`config.mk`:
```
export PLATFORM = sky130hd
export DESIGN_NAME = zrl_loop_ctrl
export DESIGN_NICKNAME = d
export VERILOG_FILES = /design/src/rtl/zrl_pkg.sv /design/src/rtl/zrl_iter_counter.sv /design/src/rtl/zrl_bounds.sv /design/src/rtl/zrl_loop_ctrl.sv
export SDC_FILE = /design/constraint.sdc
export NUM_CORES = 1
export LEC_CHECK = 0
export BUFFER_PORTS_ARGS = -buffer_cell sky130_fd_sc_hd__buf_4
export CAP_MARGIN = 40
export CORE_UTILIZATION = 52
export DETAILED_ROUTE_END_ITERATION = 10
export GPL_TIMING_DRIVEN = 0
export PLACE_DENSITY_LB_ADDON = 0.3
export SETUP_SLACK_MARGIN = 0.2
export SLEW_MARGIN = 20
export SYNTH_ARGS = -nofsm -noshare
export SYNTH_HDL_FRONTEND = slang
export SYNTH_HIERARCHICAL = 1
export SYNTH_SLANG_ARGS = --single-unit
```
`constraint.sdc`:
```
create_clock -name clk -period 4.8 [get_ports clk]
set_clock_uncertainty 0.2 [all_clocks]
set_input_delay 0.48 -clock clk [delete_from_list [all_inputs] [get_ports clk]]
set_output_delay 0.48 -clock clk [all_outputs]
set_load 0.02 [all_outputs]
```
`src/rtl/zrl_pkg.sv`:
```
// Package: shared encodings for the repeat loop controller.
// Assumes: rpt_mode is a single bit driven by the decoder.
package zrl_pkg;
    typedef enum logic {
        RPT_SINGLE = 1'b0,
        RPT_BLOCK  = 1'b1
    } rpt_mode_e;

    localparam int unsigned MIN_LOOP_COUNT = 2;
endpackage

```
`src/rtl/zrl_iter_counter.sv`:
```
// Iteration down-counter. On load it takes the number of extra passes. On
// each decrement it drops by one, and active clears when the count hits zero.
// Assumes: load and dec are never high together (the top guarantees this).
module zrl_iter_counter #(
    parameter int CW = 8
) (
    input  logic          clk,
    input  logic          rst_n,
    input  logic          load,
    input  logic [CW-1:0] load_val,
    input  logic          dec,
    output logic [CW-1:0] cnt,
    output logic          active
);
    localparam logic [CW-1:0] ONE = CW'(1);

    // Count register: load, decrement or hold.
    always_ff @(posedge clk) begin
        if (!rst_n)      cnt <= '0;
        else if (load)   cnt <= load_val;
        else if (dec)    cnt <= cnt - ONE;
    end

    // Active flag: set on load, cleared at the last decrement.
    always_ff @(posedge clk) begin
        if (!rst_n)                   active <= 1'b0;
        else if (load)                active <= 1'b1;
        else if (dec && (cnt == ONE)) active <= 1'b0;
    end

    p_dec_r4: assert property (@(posedge clk) disable iff (!rst_n)
        (dec && !load) |=> (cnt == $past(cnt) - ONE));

    p_active_nonzero_r5: assert property (@(posedge clk) disable iff (!rst_n)
        active == (cnt != '0));
endmodule

```
`src/rtl/zrl_bounds.sv`:
```
// Loop bounds store. It captures the start and end addresses of the body and
// compares the fetch address with the end address.
// Assumes: in single mode the body is the one word at the start address.
module zrl_bounds #(
    parameter int AW = 16
) (
    input  logic          clk,
    input  logic          rst_n,
    input  logic          capture,
    input  logic          single,
    input  logic [AW-1:0] start_in,
    input  logic [AW-1:0] end_in,
    input  logic [AW-1:0] fetch_pc,
    output logic [AW-1:0] start_q,
    output logic          at_end
);
    logic [AW-1:0] end_q;

    // Bounds registers: capture on an accepted request.
    always_ff @(posedge clk) begin
        if (!rst_n) begin
            start_q <= '0;
            end_q   <= '0;
        end else if (capture) begin
            start_q <= start_in;
            end_q   <= single ? start_in : end_in;
        end
    end

    // End compare for the fetch address.
    always_comb at_end = (fetch_pc == end_q);

    p_single_same_r6: assert property (@(posedge clk) disable iff (!rst_n)
        (capture && single) |=> (start_q == end_q));

    p_hold_bounds_r8: assert property (@(posedge clk) disable iff (!rst_n)
        !capture |=> ($stable(start_q) && $stable(end_q)));
endmodule

```
`src/rtl/zrl_loop_ctrl.sv`:
```
// Zero-overhead repeat loop controller: the top level. It accepts a repeat
// request when idle, redirects fetch to the body start at the body end while
// repetitions remain, and refuses requests that arrive during a loop.
// Assumes: no nesting and no interrupts. Fetch obeys redirect on the next
// fetch.
module zrl_loop_ctrl
    import zrl_pkg::*;
#(
    parameter int AW = 16,
    parameter int CW = 8
) (
    input  logic          clk,
    input  logic          rst_n,
    input  logic          rpt_valid,
    input  logic          rpt_mode,
    input  logic [CW-1:0] rpt_count,
    input  logic [AW-1:0] rpt_start,
    input  logic [AW-1:0] rpt_end,
    input  logic [AW-1:0] fetch_pc,
    input  logic          fetch_en,
    output logic          redirect,
    output logic [AW-1:0] redirect_pc,
    output logic          loop_active,
    output logic [CW-1:0] remaining,
    output logic          rpt_err
);
    localparam logic [CW-1:0] MIN_CNT = CW'(MIN_LOOP_COUNT);

    logic accept;
    logic at_end;
    logic single;

    // Request decode: accept only when idle and more than one pass is asked.
    always_comb begin
        single   = (rpt_mode_e'(rpt_mode) == RPT_SINGLE);
        accept   = rpt_valid && !loop_active && (rpt_count >= MIN_CNT);
        rpt_err  = rpt_valid && loop_active;
        redirect = loop_active && fetch_en && at_end;
    end

    zrl_bounds #(.AW(AW)) u_bounds (
        .clk      (clk),
        .rst_n    (rst_n),
        .capture  (accept),
        .single   (single),
        .start_in (rpt_start),
        .end_in   (rpt_end),
        .fetch_pc (fetch_pc),
        .start_q  (redirect_pc),
        .at_end   (at_end)
    );

    zrl_iter_counter #(.CW(CW)) u_count (
        .clk      (clk),
        .rst_n    (rst_n),
        .load     (accept),
        .load_val (rpt_count - CW'(1)),
        .dec      (redirect),
        .cnt      (remaining),
        .active   (loop_active)
    );

    p_load_r2: assert property (@(posedge clk) disable iff (!rst_n)
        (rpt_valid && !loop_active && (rpt_count >= MIN_CNT))
        |=> (loop_active && (remaining == $past(rpt_count) - CW'(1))));

    p_small_idle_r7: assert property (@(posedge clk) disable iff (!rst_n)
        (rpt_valid && !loop_active && (rpt_count < MIN_CNT)) |=> !loop_active);

    p_ignore_busy_r8: assert property (@(posedge clk) disable iff (!rst_n)
        (rpt_valid && loop_active && !redirect) |=> (remaining == $past(remaining)));

    p_no_fetch_hold_r9: assert property (@(posedge clk) disable iff (!rst_n)
        (!fetch_en && !rpt_valid) |=> (remaining == $past(remaining)));
endmodule

```
==> flow_summary.ini <==
[grt]
grt_antenna_before_repair = 0
gr-usage-all-layers_pct = 26.1
grt_pass1_wl_um = 8650
grt_overflow = 0
grt_pass1_vias = 1908
grt_max_degree = 12

[timing]
layout_setup_ws_ns = 2.15
post-route-min-period_ns = 2.65
max-slew-margin-rel_pct = 61.4
final-max-slew-violation-count = 0
rsz0062_at_grt = false
fmaxAchievable_mhz = 378
tns_ns = 0
hold_violations = 0
period_share_pct = 55.1
tightest_slew_ns = 0.573
timing.final.setup_violations = 0

[routing]
wl_met1_um = 2250
wl_per_cell_um = 14.7
wl_um = 5550
via_count = 2034
dr.max_layer_used = met4
viasPerCell = 5.40
drc = 0
drt-pass1-iter-count = 4
drt_iter0_drc = 123
ant_nets = 0
routed-wl-met3_um = 315
wl_met2_um = 2870

[clock_tree]
clock_latency_ns = 0.30
post-cts-setup-buffers = 0
cts-root-buf = clkbuf_8
cts_buffers = 5
cts_sinks = 41
cts_buffer_depth = 2
htree_num_levels = 2
clkTransAtPathRegs_ns = 0.08
cts-resized-gates = 0
cts_tree = done
cts.hold.buffers_added = 0

[die]
coreArea_um2 = 4090
ios = 88
row_count = 23
start_util_pct = 55.0
die_y_um = 67.7
dieWidth_um = 67.7
die_area_um2 = 4590

[worst_setup_path]
max_stage_delay_ns = 0.50
worstSetupStartpointType = flop
cp.arrival_ns = 2.67
crit_path_end_kind = flop
path_cells = xnor2_1 > nand4_1 > nor4_1 > and3_1 > buf_2 > nand2_1 > or4_1 > a31oi_1
path_max_fanout = 9
path_class = flop to flop
required_ns = 4.82
slowest_stage = or4_1

[logic_synthesis]
synth.top_cell.area_share_pct = 36.5
syn_nets = 296
synthSimpleGateAreaFrac_pct = 17.6
syn_avg_cell_area_um2 = 9.73
synth_warnings = 6
synth_compound_area_share_pct = 13.7
synth_adder_area_share_pct = 2.23
synth_area_um2 = 2250
synthFlopType = dfxtp_1
ys_ff_latch = 41
synth-edff-count = 0
synth_top_family_by_area = simple AND/OR/NAND/NOR gates
ys_seq_area_share_pct = 36.5
synthCells = 231
synth_xor_area_share_pct = 9.74
synth.distinct_cells = 39
synthMuxAreaShare_pct = 14.3
yosysMostFrequentCell = dfxtp_1
yosysTopAreaCell = dfxtp_1
synthTopCellsByArea = dfxtp_1 (37%), mux2i_1 (14%), xnor2_1 (8.2%), o211a_1 (7.6%), nor2b_1 (4.5%)
synthArstFlopShare_pct = 0
netlist_top_cells_count = dfxtp_1 (41), mux2i_1 (32), nand2_1 (24), xnor2_1 (21), o211a_1 (17)

[final_layout]
drive_above_1_share_pct = 32.1
nNetsFinal = 391
stdcell_count = 377
area_growth_pct = 35.6
nFillCells = 316
diodes = 0

[run_status]
status = complete, no violations

[power]
power_density_nw_per_um2 = 269
peakVddDrop_mv = 0.179
leakage_nw = 1.49

[worst_hold_path]
hp-class = input port to flop

[place]
place_inst = 369
place_hpwl_um = 4250
place_congestion = 0.840
portBuffers = 87
place_ws_ns = 1.92

[flow_run]
max-cap-violations = 0
[path summary, 6_finish.rpt]
path         cells past startpoint         startpoint              endpoint  slack (ns)
max                              8  u_bounds/end_q[2]        u_count/cnt[6]        2.15
min                              3      rpt_start[11]  u_bounds/start_q[11]        0.25
max reg2reg                      8  u_bounds/end_q[2]        u_count/cnt[6]        2.15
min reg2reg                      1  u_bounds/end_q[9]     u_bounds/end_q[9]        0.30
[through the flow]
stage / util [%] / hold slack, ns / total power, W / instance area [um2]
2_1_floorplan: - / 0.274 / 0.000517 / 2250
4_1_cts: 74.6 / 0.249 / 0.000827 / 3050
5_1_grt: 74.6 / 0.262 / 0.000864 / 3050
3_5_place_dp: 72.6 / 0.287 / 0.000612 / 2970
6_report: 74.6 / 0.255 / 0.000820 / 3050
3_3_place_gp: 72.5 / 0.280 / 0.000604 / 2960
[critical path, delay by kind of cell (launching register included)]
family / cells / cell delay (ns)
AND/OR/NAND/NOR: 5 / 1.48
flip-flops: 1 / 0.33
buffers and inverters: 1 / 0.21
XOR/XNOR: 1 / 0.19
AO/OA/AOI/OAI: 1 / 0.17
[cell usage in the layout, fill, tap and decap left out, types with 2 or more instances in the layout]
cell,count
or4_1,2
nor2_1,3
buf_4,90
inv_1,8
a21oi_1,2
xor2_1,4
nor3_1,5
nand2b_1,3
a31oi_1,2
buf_6,3
ha_1,4
clkbuf_8,5
a21boi_0,3
and2_1,3
o21ai_0,5
mux2i_1,32
o31ai_1,2
o211a_1,17
xnor2_1,21
nor2b_1,16
dfxtp_1,41
nand4_1,4
buf_2,2
clkbuf_1,9
nor4_1,3
nand2_1,24
[power breakdown]
group / internal (W) / switching [W] / total (W)
Combinational: 0.000115 / 0.000100 / 0.000216
Sequential: 0.000367 / 0.0000211 / 0.000388
Clock: 0.000103 / 0.000113 / 0.000216
[metal layers]
| layer | GRT usage, % | vias to the layer above |
|---|---|---|
| met5 | 0 | - |
| met4 | 12.5 | 0 |
| met3 | 6.59 | 13 |
| met2 | 45.3 | 68 |
| met1 | 29.4 | 954 |
| li1 | - | 999 |
[cell families after synthesis]
kind of cell,Yosys count
AO/OA/AOI/OAI,37
XOR/XNOR,25
adder cells (fa/ha/maj),4
buffers and inverters,22
flip-flops,41
multiplexers,32
AND/OR/NAND/NOR,70
[state kept, by name, summed over array words and instances, names as in the netlist]
signal	flops
u_count/active	1
u_bounds/start_q	16
u_bounds/end_q	16
u_count/cnt	8
[layout make-up]
class,count,area [um2],share of cell area (%)
Multi-Input combinational cell,168,1290,42.4
Sequential cell,41,821,26.9
Timing Repair Buffer,88,658,21.6
Buffer,14,104,3.41
Clock buffer,8,80.1,2.63
Tap cell,50,62.6,2.05
Inverter,8,30.0,0.985
Note: power is estimated with default switching activity, not from simulation.
